--- config.mk ---
export PLATFORM = sky130hd
export DESIGN_NAME = spi_reg_slave
export DESIGN_NICKNAME = d
export VERILOG_FILES = /design/src/rtl/spi_rs_pkg.sv /design/src/rtl/spi_rs_sync.sv /design/src/rtl/spi_rs_frame_rx.sv /design/src/rtl/spi_rs_bank.sv /design/src/rtl/spi_rs_rb_tx.sv /design/src/rtl/spi_reg_slave.sv
export SDC_FILE = /design/constraint.sdc
export NUM_CORES = 2
export LEC_CHECK = 0
export ABC_CLOCK_PERIOD_IN_PS = 2450
export BUFFER_PORTS_ARGS = -buffer_cell sky130_fd_sc_hd__clkbuf_2
export CORE_UTILIZATION = 45
export DETAILED_ROUTE_END_ITERATION = 7
export PLACE_DENSITY = 0.66
export SLEW_MARGIN = 20
export SYNTH_ARGS = -nofsm -noshare
export SYNTH_HDL_FRONTEND = slang
export SYNTH_SLANG_ARGS = --single-unit
--- constraint.sdc ---
create_clock -name clk -period 2.45 [get_ports clk]
set_input_delay 0.1225 -clock clk [delete_from_list [all_inputs] [get_ports clk]]
set_output_delay 0.1225 -clock clk [all_outputs]
set_load 0.01 [all_outputs]
--- src/rtl/spi_rs_pkg.sv ---
package spi_rs_pkg;
  localparam int FRAME_W = 24;
  localparam int ADDR_W  = 6;
  localparam int DATA_W  = 16;

  typedef enum logic [1:0] {
    MD_SPECIAL = 2'b00,
    MD_GAIN    = 2'b01,
    MD_OFFSET  = 2'b10,
    MD_INPUT   = 2'b11
  } mode_e;

  typedef enum logic [1:0] {
    RK_IN_A = 2'b00,
    RK_IN_B = 2'b01,
    RK_OFS  = 2'b10,
    RK_GAIN = 2'b11
  } rkind_e;

  typedef struct packed {
    mode_e               mode;
    logic [ADDR_W-1:0]   addr;
    logic [DATA_W-1:0]   data;
  } frame_t;

  localparam logic [ADDR_W-1:0] SF_BANKSEL = 6'h01;
  localparam logic [ADDR_W-1:0] SF_READ    = 6'h05;

  localparam logic [DATA_W-1:0] RST_IN   = 16'h0000;
  localparam logic [DATA_W-1:0] RST_OFS  = 16'h8000;
  localparam logic [DATA_W-1:0] RST_GAIN = 16'hFFFF;

  function automatic logic is_banksel(frame_t f);
    return (f.mode == MD_SPECIAL) && (f.addr == SF_BANKSEL);
  endfunction

  function automatic logic is_readcmd(frame_t f);
    return (f.mode == MD_SPECIAL) && (f.addr == SF_READ);
  endfunction

  function automatic logic [FRAME_W-1:0] pack_rb(logic [DATA_W-1:0] v);
    return {{(FRAME_W-DATA_W){1'b0}}, v};
  endfunction
endpackage

--- src/rtl/spi_rs_sync.sv ---
module spi_rs_sync #(
  parameter int             W       = 3,
  parameter int             STAGES  = 2,
  parameter logic [W-1:0]   RST_VAL = '1
) (
  input  logic         clk,
  input  logic         rst_n,
  input  logic [W-1:0] din,
  output logic [W-1:0] lvl,
  output logic [W-1:0] rise,
  output logic [W-1:0] fall
);
  logic [STAGES-1:0][W-1:0] stg;
  logic [W-1:0]             prev;

  always_ff @(posedge clk or negedge rst_n) begin
    if (!rst_n) begin
      stg  <= {STAGES{RST_VAL}};
      prev <= RST_VAL;
    end else begin
      stg  <= {stg[STAGES-2:0], din};
      prev <= stg[STAGES-1];
    end
  end

  assign lvl = stg[STAGES-1];

  for (genvar b = 0; b < W; b++) begin : g_edge
    assign rise[b] = lvl[b] & ~prev[b];
    assign fall[b] = ~lvl[b] & prev[b];
  end
endmodule

--- src/rtl/spi_rs_frame_rx.sv ---
module spi_rs_frame_rx
  import spi_rs_pkg::*;
(
  input  logic   clk,
  input  logic   rst_n,
  input  logic   sync_lvl,
  input  logic   sync_fall,
  input  logic   sync_rise,
  input  logic   sclk_fall,
  input  logic   sdi_lvl,
  output logic   commit,
  output frame_t frame_o,
  output logic   overrun
);
  localparam int                CNT_W = $clog2(FRAME_W + 2);
  localparam logic [CNT_W-1:0]  FULL  = CNT_W'(FRAME_W);

  logic [CNT_W-1:0]   cnt;
  logic [FRAME_W-1:0] shreg;

  always_ff @(posedge clk or negedge rst_n) begin
    if (!rst_n) begin
      cnt     <= '0;
      shreg   <= '0;
      commit  <= 1'b0;
      frame_o <= '0;
      overrun <= 1'b0;
    end else begin
      commit <= 1'b0;
      if (sync_fall) begin
        cnt     <= '0;
        overrun <= 1'b0;
      end else if (!sync_lvl && sclk_fall) begin
        shreg <= {shreg[FRAME_W-2:0], sdi_lvl};
        if (cnt <= FULL) cnt <= cnt + 1'b1;
        if (cnt == FULL) overrun <= 1'b1;
      end
      if (sync_rise && cnt == FULL) begin
        commit  <= 1'b1;
        frame_o <= frame_t'(shreg);
      end
    end
  end


  commit_after_rise_chk: assert property (@(posedge clk) disable iff (!rst_n)
    commit |-> $past(sync_rise));

  short_frame_chk: assert property (@(posedge clk) disable iff (!rst_n)
    (sync_rise && cnt < FULL) |=> !commit);

  overrun_hold_chk: assert property (@(posedge clk) disable iff (!rst_n)
    (overrun && !sync_fall) |=> overrun);

  overrun_blocks_chk: assert property (@(posedge clk) disable iff (!rst_n)
    (overrun && sync_rise) |=> !commit);
endmodule

--- src/rtl/spi_rs_bank.sv ---
module spi_rs_bank
  import spi_rs_pkg::*;
#(
  parameter int NUM_CH = 40
) (
  input  logic               clk,
  input  logic               rst_n,
  input  logic               commit,
  input  frame_t             frame_i,
  output logic               rb_arm,
  output logic [FRAME_W-1:0] rb_word
);
  localparam int CH_W = (NUM_CH > 1) ? $clog2(NUM_CH) : 1;

  logic [DATA_W-1:0] in_a [NUM_CH];
  logic [DATA_W-1:0] in_b [NUM_CH];
  logic [DATA_W-1:0] ofs  [NUM_CH];
  logic [DATA_W-1:0] gain [NUM_CH];
  logic              bank_sel;

  logic              wr_ok;
  logic [CH_W-1:0]   wr_ch;
  logic              rd_ok;
  logic [CH_W-1:0]   rd_ch;
  rkind_e            rd_kind;
  logic [DATA_W-1:0] rd_val;

  assign wr_ok   = int'(frame_i.addr) < NUM_CH;
  assign wr_ch   = frame_i.addr[CH_W-1:0];
  assign rd_ok   = int'(frame_i.data[5:0]) < NUM_CH;
  assign rd_ch   = frame_i.data[CH_W-1:0];
  assign rd_kind = rkind_e'(frame_i.data[7:6]);

  always_ff @(posedge clk or negedge rst_n) begin
    if (!rst_n) begin
      bank_sel <= 1'b0;
      for (int i = 0; i < NUM_CH; i++) begin
        in_a[i] <= RST_IN;
        in_b[i] <= RST_IN;
        ofs[i]  <= RST_OFS;
        gain[i] <= RST_GAIN;
      end
    end else if (commit) begin
      unique case (frame_i.mode)
        MD_INPUT: if (wr_ok) begin
          if (bank_sel) in_b[wr_ch] <= frame_i.data;
          else          in_a[wr_ch] <= frame_i.data;
        end
        MD_OFFSET:  if (wr_ok) ofs[wr_ch]  <= frame_i.data;
        MD_GAIN:    if (wr_ok) gain[wr_ch] <= frame_i.data;
        MD_SPECIAL: if (is_banksel(frame_i)) bank_sel <= frame_i.data[0];
        default: ;
      endcase
    end
  end

  always_comb begin
    rd_val = '0;
    if (rd_ok) begin
      unique case (rd_kind)
        RK_IN_A: rd_val = in_a[rd_ch];
        RK_IN_B: rd_val = in_b[rd_ch];
        RK_OFS:  rd_val = ofs[rd_ch];
        RK_GAIN: rd_val = gain[rd_ch];
        default: rd_val = '0;
      endcase
    end
  end

  assign rb_arm  = commit && is_readcmd(frame_i);
  assign rb_word = pack_rb(rd_val);


  banksel_stable_chk: assert property (@(posedge clk) disable iff (!rst_n)
    !commit |=> $stable(bank_sel));
endmodule

--- src/rtl/spi_rs_rb_tx.sv ---
module spi_rs_rb_tx
  import spi_rs_pkg::*;
(
  input  logic               clk,
  input  logic               rst_n,
  input  logic               arm,
  input  logic [FRAME_W-1:0] word,
  input  logic               frame_start,
  input  logic               sync_rise,
  input  logic               sclk_rise,
  input  logic               sclk_fall,
  output logic               sdo,
  output logic               sdo_oe
);
  localparam int               CNT_W = $clog2(FRAME_W);
  localparam logic [CNT_W-1:0] LAST  = CNT_W'(FRAME_W - 1);

  logic [FRAME_W-1:0] sh;
  logic [CNT_W-1:0]   cnt;
  logic               serving;
  logic               oe;

  always_ff @(posedge clk or negedge rst_n) begin
    if (!rst_n) begin
      sh      <= '0;
      cnt     <= '0;
      serving <= 1'b0;
      oe      <= 1'b0;
    end else if (arm) begin
      oe      <= 1'b1;
      serving <= 1'b0;
      sh      <= word;
      cnt     <= '0;
    end else if (frame_start && oe) begin
      serving <= 1'b1;
      cnt     <= '0;
    end else if (serving) begin
      if (sync_rise) begin
        oe      <= 1'b0;
        serving <= 1'b0;
      end else if (sclk_fall) begin
        if (cnt == LAST) begin
          oe      <= 1'b0;
          serving <= 1'b0;
        end else begin
          cnt <= cnt + 1'b1;
        end
      end else if (sclk_rise && cnt != '0) begin
        sh <= {sh[FRAME_W-2:0], 1'b0};
      end
    end
  end

  assign sdo_oe = oe;
  assign sdo    = oe & sh[FRAME_W-1];


  oe_from_arm_chk: assert property (@(posedge clk) disable iff (!rst_n)
    $rose(oe) |-> $past(arm));

  oe_drop_last_chk: assert property (@(posedge clk) disable iff (!rst_n)
    (serving && sclk_fall && !sync_rise && !arm && cnt == LAST) |=> !oe);
endmodule

--- src/rtl/spi_reg_slave.sv ---
module spi_reg_slave
  import spi_rs_pkg::*;
#(
  parameter int NUM_CH      = 40,
  parameter int SYNC_STAGES = 2
) (
  input  logic clk,
  input  logic rst_n,
  input  logic sync_n,
  input  logic sclk,
  input  logic sdi,
  output logic sdo,
  output logic sdo_oe,
  output logic overrun
);
  logic [2:0]         p_lvl, p_rise, p_fall;
  logic               commit;
  frame_t             frame;
  logic               rb_arm;
  logic [FRAME_W-1:0] rb_word;

  // bit 2 = frame line, bit 1 = serial clock, bit 0 = data
  spi_rs_sync #(.W(3), .STAGES(SYNC_STAGES), .RST_VAL(3'b110)) u_sync (
    .clk(clk), .rst_n(rst_n), .din({sync_n, sclk, sdi}),
    .lvl(p_lvl), .rise(p_rise), .fall(p_fall)
  );

  spi_rs_frame_rx u_rx (
    .clk(clk), .rst_n(rst_n),
    .sync_lvl(p_lvl[2]), .sync_fall(p_fall[2]), .sync_rise(p_rise[2]),
    .sclk_fall(p_fall[1]), .sdi_lvl(p_lvl[0]),
    .commit(commit), .frame_o(frame), .overrun(overrun)
  );

  spi_rs_bank #(.NUM_CH(NUM_CH)) u_bank (
    .clk(clk), .rst_n(rst_n), .commit(commit), .frame_i(frame),
    .rb_arm(rb_arm), .rb_word(rb_word)
  );

  spi_rs_rb_tx u_tx (
    .clk(clk), .rst_n(rst_n), .arm(rb_arm), .word(rb_word),
    .frame_start(p_fall[2]), .sync_rise(p_rise[2]),
    .sclk_rise(p_rise[1]), .sclk_fall(p_fall[1]),
    .sdo(sdo), .sdo_oe(sdo_oe)
  );
endmodule

==> reports/qor.txt <==
Status - complete, but fails checks
Violations in the final reports - negative setup slack
Met1 capacity usage during global routing - 38.75%
Worst setup EP type - flop
Overall routing resource usage - 28.34%
Pins Over Slew Limit - 0
Number of buffers inserted during clock tree synthesis - 303
Gate count of the mapped netlist - 8,258
Clock sinks - 2,655
Worst flop-to-flop path startpoint - u_rx.frame_o[0]
Share of the synthesized area in the top cell type - 40.36%
Startpoint type of the worst setup path - flop
Hold Path Class - input port to async pin
Global-route track usage on met3 - 5.902%
H-tree level count - 5
Nets in the synthesized netlist - 8,267
Worst-case register-to-register setup slack - -0.59 ns
Fraction of the yosys area taken by sequential cells - 55.13%
Endpoints failing hold - 0
Global-route wire length before repair - 567,500 um
Count of max-cap constraint violations - 0
Number of enable flip-flop cells after synthesis - 0
Number of global-route vias before repair - 80,696
Final setup violation count - 16
IO Pins - 8
Crit Path Max Fanout - 15
Pin count of the biggest net entering global routing - 134
Buffers from clock root to sink, at most - 4
TritonCTS clock tree - yes
Area inside the core boundary - 268,900 um2
Yosys warns - 0
Cell taking the most area after synthesis - sky130_fd_sc_hd__dfrtp_1
Static Leakage - 65.52 nW
Type of the setup path with the least slack - flop to flop
Cell types occupying the most area after synthesis - sky130_fd_sc_hd__dfrtp_1, sky130_fd_sc_hd__mux2_2, sky130_fd_sc_hd__dfstp_2
Worst Max-Slew Pin Slew - 1.048 ns
Max-slew headroom at the worst pin - 29.39%
GP Congestion - 0.9512
Floorplan row count - 190
Remaining design rule violation count - 0
Min setup slack post-route - -0.5857 ns
Combined flip-flop and latch cell area - 67,360 um2
Antenna violations before repair - 11
Maximum clock frequency - 0.3294 GHz
Clock latency of the later-clocked register in the worst-skew pair - 0.95 ns
WL per Instance - 30.35 um
Final HPWL DP - 257,200 um
RSZ-0062 raised after global routing - true
Clock Root Buffer - sky130_fd_sc_hd__clkbuf_16
Number of design-rule violations left by the first detailed-router iteration - 6,934
Die area - 273,400 um2
Overall via count from detail_route - 77,351
Filler cell count in the final layout - 21,319
Multi-input gate area in the final layout - 51,970 um2
Final layout net count - 8,916
Synthesized area divided by synthesized cell count - 14.78 um2
Sum of overflow across all layers after global routing - 0
Die height - 522.8 um
Fraction of registers with async set/reset - 100.0%
Post-DRT Antenna Nets - 0
Shortest period the worst path allows - 3.036 ns
Predominant post-synthesis flop cell - sky130_fd_sc_hd__dfrtp_1
Met2 Track Usage GR - 43.97%
Cell depth of the worst flop-to-flop path - 10
Die span in x - 522.8 um
Number of synthesized register bits - 2,655
Netlist Area Pre-Place - 122,100 um2
Data required time of the critical path - 3.29 ns
Number of I/O port buffers - 7
Area grow syn2layout - 19.80%
Initial DRT Pass Iterations - 6
Fin Setup TNS - -8.236 ns
Total wire length - 384,800 um
Ratio of total power to cell area - 613.2 nW/um2
Period utilisation layout - 123.9%
Clock skew after layout - 0.07999 ns
Starting density of the core - 45.40%
Maximum resistive drop on vdd - 0.6509 mV
R2R Path End - u_tx.sh[12]
Share of layout cells above drive strength 1 - 59.79%
Clk slew on worst S/H paths - 0.07 ns
GRT Max-Usage Layer - met2
Mean number of vias per cell - 6.100
Count of different cell masters after synthesis - 87
Worst path arrival time - 3.87 ns
Overall Power - 89.68 mW
## placed cells by master, fill, tap and decap left out, types with 14 or more instances in the layout
cell type,synthesis,routed
sky130_fd_sc_hd__buf_6,45,29
sky130_fd_sc_hd__o22ai_1,44,31
sky130_fd_sc_hd__buf_16,0,21
sky130_fd_sc_hd__a21oi_1,88,69
sky130_fd_sc_hd__nor2_1,178,109
sky130_fd_sc_hd__dfstp_2,686,686
sky130_fd_sc_hd__buf_12,2,276
sky130_fd_sc_hd__clkinv_2,0,54
sky130_fd_sc_hd__a22oi_2,1,21
sky130_fd_sc_hd__mux4_2,532,534
sky130_fd_sc_hd__buf_4,61,768
sky130_fd_sc_hd__clkbuf_1,460,64
sky130_fd_sc_hd__mux2_2,2373,2371
sky130_fd_sc_hd__nand3_1,86,83
sky130_fd_sc_hd__o221ai_1,20,14
sky130_fd_sc_hd__o21ai_1,5,15
sky130_fd_sc_hd__bufinv_16,0,16
sky130_fd_sc_hd__mux2i_1,260,241
sky130_fd_sc_hd__clkbuf_16,0,315
sky130_fd_sc_hd__mux4_1,38,36
sky130_fd_sc_hd__o21ai_0,366,346
sky130_fd_sc_hd__clkbuf_8,6,60
sky130_fd_sc_hd__a21oi_2,0,15
sky130_fd_sc_hd__nand2_1,446,443
sky130_fd_sc_hd__dfrtp_4,0,16
sky130_fd_sc_hd__nor2_2,20,87
sky130_fd_sc_hd__nand4_1,15,15
sky130_fd_sc_hd__a22oi_1,85,65
sky130_fd_sc_hd__dfrtp_1,1969,1953
## how the worst max path moves through the flow
stage | cells after the start | endpoint | startpoint | slack (ns)
after floorplan | 9 | u_bank.ofs[549] | u_rx.frame_o[19] | 0.03
after global placement | 11 | u_tx.sh[1] | u_rx.frame_o[0] | -1.44
after detailed placement | 10 | u_tx.sh[13] | u_rx.frame_o[0] | -1.29
after CTS | 10 | u_tx.sh[10] | u_rx.frame_o[0] | -0.55
after global routing | 13 | u_tx.sh[7] | u_rx.frame_o[0] | -0.60
final | 10 | u_tx.sh[12] | u_rx.frame_o[0] | -0.59
## state kept, by name, summed over array words and instances (netlist names)
register and flops:
u_rx.cnt 5, u_tx.serving 1, u_sync.stg 3, u_bank.bank_sel 1, u_bank.in_a 640, u_bank.in_b 640, u_rx.overrun 1, u_rx.commit 1
u_bank.gain 640, u_rx.frame_o 24, u_bank.ofs 640, u_sync.lvl 3, u_rx.shreg 24, u_tx.cnt 5, u_tx.sh 24, u_sync.prev 2
u_tx.sdo_oe 1
## layer usage
layer,vias up,part of all wire (%)
met3,805,7.5
met1,41931,42
met2,2910,46
met4,12,4.5
li1,31693,-
met5,-,0.021
## critical path, stage by stage (launching register included)
cell	delay [ns]
sky130_fd_sc_hd__dfrtp_4	0.52
sky130_fd_sc_hd__buf_12	0.16
sky130_fd_sc_hd__buf_16	0.15
sky130_fd_sc_hd__buf_8	0.18
sky130_fd_sc_hd__buf_4	0.20
sky130_fd_sc_hd__mux4_2	0.34
sky130_fd_sc_hd__nand2_1	0.09
sky130_fd_sc_hd__a32oi_1	0.64
sky130_fd_sc_hd__o2111ai_2	0.26
sky130_fd_sc_hd__and3_1	0.24
sky130_fd_sc_hd__a21oi_2	0.12
## stage by stage
stage	setup slack [ns]	hold slack, ns	area (um2)	cells	util (%)
floorplan	0.02917	-0.1731	122100	8258	-
global placement	-1.436	0.1154	134000	12060	49.83
detailed placement	-1.287	0.1324	134000	12061	49.83
CTS	-0.5533	0.08784	145100	12617	53.97
global route	-0.6012	0.1141	146200	12672	54.38
finish	-0.5857	0.1368	146200	12680	54.39
## cell families after synthesis
group	share of synthesized area, %
flops	55.13
buf+inv	3.360
xor+xnor	0.05022
simple gates	3.072
mux	34.67
compound gates	3.675
fa+ha+maj	0.04100
## cell usage after synthesis (all sizes together) (14+ instances only)
cell and number:
a21oi 88, buf 315, o221ai 20, mux4 570
a22oi 86, nand3 86, a221oi 18, dfrtp 1969
o21ai 371, clkbuf 469, nor2 198, nand4 15
nand2 446, nand2b 14, dfstp 686, nor3 22
o22ai 44, mux2i 260, mux2 2375
## area by class of cell
type                       instances  share of cell area [%]
clock buffer                     432                   5.999
tap                             3552                   3.039
sequential                      2655                   46.06
multi-input combinational       4806                   35.54
timing repair buffer            1129                   8.707
antenna                           10                 0.01711
inverter                          12                 0.03936
clock inverter                    84                  0.5997
## where the power goes
part | internal, mW | switching, mW
logic | 0.192 | 0.940
clock network | 26.5 | 18.1
registers | 44.0 | 0.0464
total | 70.6 | 19.0
## timing repair
action / CTS / global route
pin swaps: 18 / 41
gates resized for setup: 195 / 119
hold endpoints to repair: 2090 / 0
buffers inserted: 25 / 48
hold buffers: 8 / 0
setup endpoints to repair: 16 / 34
cloned: 8 / 7
Power figures use the tool's default switching activity.
